==> config.mk <==
export PLATFORM = sky130hd
export DESIGN_NAME = nvseq_ctrl
export DESIGN_NICKNAME = d
export VERILOG_FILES = /design/src/rtl/nvseq_pkg.sv /design/src/rtl/nvseq_sync.sv /design/src/rtl/nvseq_timer.sv /design/src/rtl/nvseq_fsm.sv /design/src/rtl/nvseq_gate.sv /design/src/rtl/nvseq_dirty.sv /design/src/rtl/nvseq_ctrl.sv
export SDC_FILE = /design/constraint.sdc
export NUM_CORES = 1
export LEC_CHECK = 0
export ABC_AREA = 1
export BUFFER_PORTS_ARGS = -buffer_cell sky130_fd_sc_hd__buf_2
export CAP_MARGIN = 20
export CORE_MARGIN = 2
export CORE_UTILIZATION = 53
export DETAILED_ROUTE_END_ITERATION = 10
export PLACE_DENSITY_LB_ADDON = 0.3
export SLEW_MARGIN = 25
export SYNTH_ARGS = -nofsm -noshare
export SYNTH_HDL_FRONTEND = slang
export SYNTH_SLANG_ARGS = --single-unit
==> constraint.sdc <==
create_clock -name clk -period 1.6 [get_ports clk]
set_input_delay 0.08 -clock clk [delete_from_list [all_inputs] [get_ports clk]]
set_output_delay 0.08 -clock clk [all_outputs]
set_load 0.05 [all_outputs]
==> src/rtl/nvseq_pkg.sv <==
package nvseq_pkg;

  typedef enum logic [2:0] {
    ST_PWRDN  = 3'd0,
    ST_RECALL = 3'd1,
    ST_IDLE   = 3'd2,
    ST_DELAY  = 3'd3,
    ST_HOLD   = 3'd4,
    ST_STORE  = 3'd5,
    ST_LOCK   = 3'd6
  } nv_state_e;

  function automatic int max3(input int a, input int b, input int c);
    int m;
    m = (a > b) ? a : b;
    return (m > c) ? m : c;
  endfunction

endpackage

==> src/rtl/nvseq_sync.sv <==
module nvseq_sync #(
  parameter int STAGES = 2
) (
  input  logic clk,
  input  logic rst_n,
  input  logic d_in,
  output logic d_out
);
  logic [STAGES-1:0] chain_q;

  generate
    for (genvar i = 0; i < STAGES; i++) begin : g_stage
      if (i == 0) begin : g_first
        always_ff @(posedge clk) begin
          if (!rst_n) chain_q[i] <= 1'b1;
          else        chain_q[i] <= d_in;
        end
      end else begin : g_next
        always_ff @(posedge clk) begin
          if (!rst_n) chain_q[i] <= 1'b1;
          else        chain_q[i] <= chain_q[i-1];
        end
      end
    end
  endgenerate

  assign d_out = chain_q[STAGES-1];
endmodule

==> src/rtl/nvseq_timer.sv <==
module nvseq_timer #(
  parameter int CW = 8
) (
  input  logic          clk,
  input  logic          rst_n,
  input  logic          load,
  input  logic [CW-1:0] load_val,
  output logic          zero
);
  logic [CW-1:0] cnt_q;

  always_ff @(posedge clk) begin
    if (!rst_n)              cnt_q <= '0;
    else if (load)           cnt_q <= load_val;
    else if (cnt_q != '0)    cnt_q <= cnt_q - 1'b1;
  end

  assign zero = (cnt_q == '0);
endmodule

==> src/rtl/nvseq_fsm.sv <==
module nvseq_fsm
  import nvseq_pkg::*;
#(
  parameter int DELAY_CYC  = 16,
  parameter int STORE_CYC  = 64,
  parameter int RECALL_CYC = 32,
  parameter int CW         = 8
) (
  input  logic          clk,
  input  logic          rst_n,
  input  logic          below_rst,
  input  logic          above_sw,
  input  logic          line_s,
  input  logic          dirty,
  input  logic          tmr_zero,
  output nv_state_e     state,
  output logic          tmr_load,
  output logic [CW-1:0] tmr_val,
  output logic          store_done,
  output logic          recall_done
);
  nv_state_e state_q, state_d;

  always_comb begin
    state_d     = state_q;
    tmr_load    = 1'b0;
    tmr_val     = '0;
    store_done  = 1'b0;
    recall_done = 1'b0;
    if (below_rst) begin
      state_d = ST_PWRDN;
    end else begin
      unique case (state_q)
        ST_PWRDN: if (above_sw) begin
          state_d  = ST_RECALL;
          tmr_load = 1'b1;
          tmr_val  = CW'(RECALL_CYC - 1);
        end
        ST_RECALL: if (tmr_zero) begin
          state_d     = ST_IDLE;
          recall_done = 1'b1;
        end
        ST_IDLE: if (!line_s) begin
          state_d  = ST_DELAY;
          tmr_load = 1'b1;
          tmr_val  = CW'(DELAY_CYC - 1);
        end
        ST_DELAY: if (tmr_zero) begin
          if (dirty) begin
            state_d  = ST_STORE;
            tmr_load = 1'b1;
            tmr_val  = CW'(STORE_CYC - 1);
          end else begin
            state_d = ST_HOLD;
          end
        end
        ST_HOLD:  if (line_s) state_d = ST_IDLE;
        ST_STORE: if (tmr_zero) begin
          state_d    = ST_LOCK;
          store_done = 1'b1;
        end
        ST_LOCK:  if (line_s) state_d = ST_IDLE;
        default:  state_d = ST_PWRDN;
      endcase
    end
  end

  always_ff @(posedge clk) begin
    if (!rst_n) state_q <= ST_PWRDN;
    else        state_q <= state_d;
  end

  assign state = state_q;
endmodule

==> src/rtl/nvseq_gate.sv <==
module nvseq_gate
  import nvseq_pkg::*;
(
  input  logic      clk,
  input  logic      rst_n,
  input  nv_state_e state,
  input  logic      line_s,
  input  logic      rd_req,
  input  logic      wr_req,
  output logic      port_en,
  output logic      rd_en,
  output logic      wr_en
);
  logic wr_prev_q;
  logic new_wr_block;

  assign port_en = (state == ST_IDLE) || (state == ST_DELAY) || (state == ST_HOLD);
  assign new_wr_block = !line_s || (state == ST_DELAY) || (state == ST_HOLD);
  assign rd_en = rd_req && port_en;
  assign wr_en = wr_req && port_en && (!new_wr_block || wr_prev_q);

  always_ff @(posedge clk) begin
    if (!rst_n) wr_prev_q <= 1'b0;
    else        wr_prev_q <= wr_en;
  end
endmodule

==> src/rtl/nvseq_dirty.sv <==
module nvseq_dirty (
  input  logic clk,
  input  logic rst_n,
  input  logic set_i,
  input  logic clr_i,
  output logic flag
);
  always_ff @(posedge clk) begin
    if (!rst_n)     flag <= 1'b0;
    else if (clr_i) flag <= 1'b0;
    else if (set_i) flag <= 1'b1;
  end
endmodule

==> src/rtl/nvseq_ctrl.sv <==
module nvseq_ctrl
  import nvseq_pkg::*;
#(
  parameter int DELAY_CYC   = 16,
  parameter int STORE_CYC   = 64,
  parameter int RECALL_CYC  = 32,
  parameter int SYNC_STAGES = 2
) (
  input  logic clk,
  input  logic rst_n,
  input  logic pwr_below_reset,
  input  logic pwr_above_switch,
  input  logic hs_line_in,
  output logic hs_pull_oe,
  input  logic sram_rd_req,
  input  logic sram_wr_req,
  output logic sram_en,
  output logic sram_rd_en,
  output logic sram_wr_en,
  output logic nv_store_run,
  output logic nv_recall_run,
  output logic nv_dirty
);
  localparam int MAXC = max3(DELAY_CYC, STORE_CYC, RECALL_CYC);
  localparam int CW   = $clog2(MAXC + 1);

  logic          line_s;
  logic          tmr_load, tmr_zero;
  logic [CW-1:0] tmr_val;
  logic          store_done, recall_done;
  nv_state_e     state;

  nvseq_sync #(.STAGES(SYNC_STAGES)) u_sync (
    .clk(clk), .rst_n(rst_n), .d_in(hs_line_in), .d_out(line_s)
  );

  nvseq_timer #(.CW(CW)) u_timer (
    .clk(clk), .rst_n(rst_n), .load(tmr_load), .load_val(tmr_val), .zero(tmr_zero)
  );

  nvseq_fsm #(
    .DELAY_CYC(DELAY_CYC), .STORE_CYC(STORE_CYC),
    .RECALL_CYC(RECALL_CYC), .CW(CW)
  ) u_fsm (
    .clk(clk), .rst_n(rst_n),
    .below_rst(pwr_below_reset), .above_sw(pwr_above_switch),
    .line_s(line_s), .dirty(nv_dirty), .tmr_zero(tmr_zero),
    .state(state), .tmr_load(tmr_load), .tmr_val(tmr_val),
    .store_done(store_done), .recall_done(recall_done)
  );

  nvseq_gate u_gate (
    .clk(clk), .rst_n(rst_n), .state(state), .line_s(line_s),
    .rd_req(sram_rd_req), .wr_req(sram_wr_req),
    .port_en(sram_en), .rd_en(sram_rd_en), .wr_en(sram_wr_en)
  );

  nvseq_dirty u_dirty (
    .clk(clk), .rst_n(rst_n),
    .set_i(sram_wr_en), .clr_i(store_done || recall_done),
    .flag(nv_dirty)
  );

  assign nv_store_run  = (state == ST_STORE);
  assign nv_recall_run = (state == ST_RECALL);
  assign hs_pull_oe    = nv_store_run;
endmodule

==> results.cfg, run 1 <==
[outcome]
status = finished, final reports clean

[power_and_ir_drop]
p_int_w = 0.000799
power_w = 0.00146
comb_power_share = 0.522
power_frac_seq = 0.347
switching_share = 0.453
p_leak_nw = 0.521
power.switching_w = 0.000662
p_clk_frac = 0.131
vdd_drop_max_v = 0.000916
power.density_nw_per_um2 = 1480

[timing]
rsz0062_at_grt = false
worst_pin_slew_ns = 0.245
maxSlewViolCount = 0
setup_viol = 0
slew_headroom = 0.835
max_freq_ghz = 0.681
setup_tns_ns = 0
hold_violations = 0
period_share = 0.917
skew_ns = 0.00628
holdWs_ns = 0.0794
fin_crit_ns = 1.47

[route]
first_pass_iters = 4
viasPerCell = 5.18
drtIter0Drc = 24
wirelength_um = 1770
drc = 0
ant_nets = 0
num_vias = 828
wl_per_cell_um = 11.0

[hold_path]
hp-start = rst_n
holdPathStages = 3
min_path_type = in2reg
hold_end = u_timer.cnt_q[4]

[logic_synthesis]
synth_warnings = 0
yosysUniqueCellTypes = 25
synth_area_leaders = dfxtp_1, nand2_1, inv_1
synth_seq_cells = 14
yosysSeqAreaShare = 0.328
synth_common_cells = nand2_1, inv_1, nor2_1
netlist_area_um2 = 855
synth_top_area_share = 0.328
synth-async-reset-ratio = 0
synth.net_count = 135
synthCells = 127
syn_avg_cell_area_um2 = 6.73
synth_most_common_cell = nand2_1
ys.flop_type = dfxtp_1
synth_edf_count = 0
synth_top_area_cell = dfxtp_1

[clock_network]
cts_tree = built
clkTransAtPathRegs_ns = 0.08
clock_path_buffers = 2
cts_setup_buffers = 0
cts_max_level = 1
insertion_delay_ns = 0.28
cts_sinks = 14
root_buffer = clkbuf_4
numCtsBuffers = 3

[cells_and_area]
layout.nets = 154
drive_gt1_frac = 0.299
regArea_um2 = 283
multi_input_area_um2 = 490
nFillCells = 130
antennaDiodeCount = 0
syn_to_final_growth_pct = 15.5

[global_route]
grt_usage = 0.215
overflow = 0
antenna_found_initial = 0
grt_max_degree = 9
grt_pass1_vias = 754
grt_first_pass_wirelength_um = 3090

[critical_path]
crit_required_ns = 1.52
worstSetupPathType = reg2out
r2r-start = u_timer.cnt_q[0]
critPathLaunchType = flop
crit_fanout = 6
end_kind = primary output
crit_arrival_ns = 1.39
r2r_end = u_fsm.state[2]
reg2regPathDepth = 9
rrSetupSlack_ns = 0.18

[die]
coreArea_um2 = 1510
die_w_um = 44.2
core.rowCount = 14
design.portCount = 14
die_y_um = 44.2
die_area_um2 = 1950
initial_core_util = 0.567

[placed_design]
portBuffers = 13
gp_congestion = 0.878
dp_hpwl_um = 1430

[job]
cap_violations = 0
-- area by class of cell --
| type | count | area share |
|---|---|---|
| tap | 16 | 0.0203 |
| clock buffer | 3 | 0.0228 |
| multi-input combinational | 89 | 0.497 |
| sequential | 14 | 0.286 |
| inverter | 23 | 0.0875 |
| timing repair buffer | 15 | 0.0862 |
-- flip-flops by register name, summed over array words and instances, names as in the netlist --
register          cells
u_timer.cnt_q         7
u_fsm.state           3
u_dirty.flag          1
u_gate.wr_prev_q      1
u_sync.chain_q        1
u_sync.d_out          1
-- critical path: stages, from the launching register on --
cell and delay (ns):
dfxtp_2 0.38, inv_2 0.09, nand3_2 0.11, nand3_1 0.09
nand2_1 0.06, nand3_1 0.11, inv_1 0.08, buf_4 0.19
-- power by group through the flow --
stage / logic, W / clock network (W) / registers [W]
after floorplan: 0.000599 / 0 / 0.000510
after global placement: 0.000722 / 0 / 0.000511
after detailed placement: 0.000731 / 0 / 0.000513
after CTS: 0.000738 / 0.000198 / 0.000506
after global routing: 0.000865 / 0.000219 / 0.000518
final: 0.000762 / 0.000192 / 0.000508
-- worst max path at each step --
stage,start,endpoint,cells past startpoint
6_report,u_fsm.state[2],sram_wr_en,7
5_1_grt,u_fsm.state[2],sram_wr_en,7
4_1_cts,u_fsm.state[2],sram_wr_en,7
3_5_place_dp,u_timer.cnt_q[0],u_fsm.state[2],9
3_3_place_gp,u_timer.cnt_q[0],u_fsm.state[2],9
2_1_floorplan,u_fsm.state[1],sram_wr_en,5
-- stage by stage --
stage / area (um^2) / util / cells / worst slack, ns
after floorplan: 857 / - / 127 / 0.0515
after global placement: 942 / 0.625 / 156 / 0.250
after detailed placement: 942 / 0.625 / 156 / 0.168
after CTS: 977 / 0.649 / 160 / 0.0557
after global routing: 987 / 0.655 / 160 / 0.0152
final: 987 / 0.655 / 160 / 0.132
-- cell families (layout without fill, tap and decap cells) --
| logic type | count (synthesis) | count (layout) | share of synthesized area |
|---|---|---|---|
| buffers and inverters | 24 | 41 | 0.110 |
| xor gates and xnor gates | 2 | 2 | 0.0205 |
| adders and majority gates | 1 | 1 | 0.0146 |
| DFF | 14 | 14 | 0.328 |
| and+or+nand+nor | 69 | 69 | 0.406 |
| AOI/OAI and AO/OA | 17 | 17 | 0.122 |
-- layout by cell type (no fill, tap or decap), types with 2 or more instances in the layout --
cell / instances
a21oi_1: 6
or2_2: 2
dfxtp_1: 12
buf_2: 12
o211ai_1: 2
nor2_2: 7
buf_4: 2
nand2_2: 4
clkbuf_4: 3
o21ai_0: 4
nor2_1: 14
inv_1: 18
nand3_2: 3
inv_2: 4
nand3_1: 7
nand4_1: 3
dfxtp_2: 2
nand2_1: 25
a21boi_0: 2
-- routing by layer --
layer | vias to the layer above | track usage | part of all wire
met5 | - | 0 | 0
met4 | 0 | 0.115 | 0.016
met3 | 4 | 0.0653 | 0.046
met2 | 19 | 0.306 | 0.43
met1 | 367 | 0.290 | 0.51
li1 | 438 | - | -
-- timing repair --
item,in CTS,in global routing
hold endpoints to repair,1,0
gates resized for setup,1,3
endpoints found under the setup margin,1,3
hold buffers,1,0
(Power assumes the default switching activity.)
==> inputs of run 2 (changes only) <==
--- a/config.mk
+++ b/config.mk
@@ -15,4 +15,5 @@
 export SLEW_MARGIN = 25
 export SYNTH_ARGS = -nofsm -noshare
 export SYNTH_HDL_FRONTEND = slang
+export SYNTH_HIERARCHICAL = 1
 export SYNTH_SLANG_ARGS = --single-unit
==> results.cfg, run 2 <==
[clock_network]
cts_sinks = 14
clkTransAtPathRegs_ns = 0.08
root_buffer = clkbuf_4
insertion_delay_ns = 0.27
cts_tree = built
cts_max_level = 1
numCtsBuffers = 3
clock_path_buffers = 2

[cells_and_area]
drive_gt1_frac = 0.422
antennaDiodeCount = 0
regMostFlops = u_timer/cnt_q
fin_util = 0.687
syn_to_final_growth_pct = 24.7
layout_commonest_cell = nand2_1
largest_reg_flops = 7
fin_cells = 207
layout.nets = 191
mostFrequentLayoutCells = nand2_1, inv_1, nor2_1

[timing]
period_share = 1.00
fin_crit_ns = 1.61
setup_viol = 1
rsz0062_at_grt = true
maxSlewViolCount = 0
max_freq_ghz = 0.622
holdWs_ns = 0.0564
setup_ws_ns = -0.00784
skew_ns = 0.00292
hold_violations = 0

[placed_design]
dp_slack_ns = -0.00798
gp_congestion = 0.775
dp_hpwl_um = 1670
placed_cells = 195
portBuffers = 13

[power_and_ir_drop]
comb_power_share = 0.680
power.density_nw_per_um2 = 1810
p_leak_nw = 0.658
p_int_w = 0.00129
p_clk_frac = 0.079
power_frac_seq = 0.241
switching_share = 0.467
power.switching_w = 0.00113
vdd_drop_max_v = 0.00119

[die]
die_area_um2 = 2390
coreArea_um2 = 1940
initial_core_util = 0.551
core.rowCount = 16
die_w_um = 48.9
design.portCount = 14
die_y_um = 48.9

[route]
drc = 0
first_pass_iters = 4
wirelength_um = 2430
drtIter0Drc = 17
num_vias = 1021
viasPerCell = 4.93
ant_nets = 0
wl_per_cell_um = 11.7

[critical_path]
crit_required_ns = 1.81
reg2regPathDepth = 13
r2r_end = u_timer/cnt_q[1]
rrSetupSlack_ns = -0.008
crit_fanout = 4
worstSetupPathType = reg2reg
crit_arrival_ns = 1.82
crit_start = u_timer/cnt_q[5]
critPathLaunchType = flop
r2r-start = u_timer/cnt_q[5]
end_kind = flop

[logic_synthesis]
synth.net_count = 163
synth_area_leaders = dfxtp_1, nand2_1, inv_1
synth_warnings = 6
netlist_area_um2 = 1070
synth-async-reset-ratio = 0
syn_avg_cell_area_um2 = 6.95
synth_edf_count = 0
ys.flop_type = dfxtp_1
synthCells = 154
synth_seq_cells = 14
yosysUniqueCellTypes = 32
synth_top_area_share = 0.262
synth_common_cells = nand2_1, inv_1, nor2_1
synth_top_area_cell = dfxtp_1
synth_most_common_cell = nand2_1
yosysSeqAreaShare = 0.262

[global_route]
antenna_found_initial = 0
overflow = 0
grt_first_pass_wirelength_um = 3650
grt_max_degree = 10
grt_pass1_vias = 911
grt_usage = 0.200

[outcome]
status = complete, but fails checks
violations = negative setup slack

[hold_path]
hold_end = u_sync/chain_q[0]
min_path_type = in2reg
hp-start = rst_n
holdPathStages = 2

[job]
cap_violations = 0
==> run 2: worst max-delay path by stage <==
stage               slack (ns)  cells after the start                to
detailed placement      -0.008                     12  u_timer/cnt_q[6]
global route             -0.12                     13  u_timer/cnt_q[1]
finish                  -0.008                     13  u_timer/cnt_q[1]
CTS                       0.01                     13  u_timer/cnt_q[6]
global placement          0.06                     12  u_timer/cnt_q[2]
floorplan               -0.008                     13  u_timer/cnt_q[0]
==> run 2: kinds of logic (layout without fill, tap and decap cells) <==
group	count (synthesis)	in the layout	share of synthesized area
other cells	1	1	0.00351
compound gates	16	16	0.0889
simple gates	81	81	0.416
buf+inv	37	63	0.167
fa+ha+maj	2	2	0.0234
xor+xnor	3	3	0.0386
flops	14	14	0.262
==> run 2: per-layer routing <==
layer  vias up  track usage  routed length, um
met1       471        0.214               1010
met2        29        0.345               1260
met3         6       0.0521                101
met4         0        0.133                 57
met5         -            0                  0
li1        515            -                  -
==> run 2: power by group through the flow <==
stage               sequential, W  clock, W  combinational, W
floorplan                0.000561         0           0.00113
global placement         0.000552         0           0.00138
detailed placement       0.000562         0           0.00143
CTS                      0.000555  0.000208           0.00144
global route             0.000591  0.000226           0.00178
finish                   0.000581  0.000191           0.00164
==> run 2: final cells by class <==
class	count	area [um^2]
clock buffers	3	22.5
fillers	179	608
inverters	29	109
multi-input cells	103	648
flip-flops and latches	14	297
well taps	27	33.8
repair buffers	31	224
==> run 2: through the flow <==
step / setup TNS (ns) / power [W] / instance area, um^2
2_1_floorplan: -0.00759 / 0.00169 / 1100
3_3_place_gp: 0 / 0.00193 / 1190
3_5_place_dp: -0.00798 / 0.00199 / 1190
4_1_cts: 0 / 0.00220 / 1240
5_1_grt: -0.294 / 0.00260 / 1330
6_report: -0.00784 / 0.00241 / 1330
==> run 2: timing repair <==
action                                  CTS  global route
pin swaps                                 0            11
hold endpoints to repair                  1             0
resized for setup                         1            19
hold buffers                              1             0
endpoints found under the setup margin    4             9
setup buffers                             2             6
==> run 2: critical path: stages (launching register included) <==
cell     delay [ns]
dfxtp_2        0.35
nor2_4         0.15
nand2_4        0.09
nor2_8         0.13
nand4_4        0.09
nand3_2        0.08
nand2_1        0.07
inv_2          0.09
buf_4          0.13
buf_4          0.10
nand2_1        0.04
o21ai_0        0.06
nor2_1         0.06
nor2_1         0.10
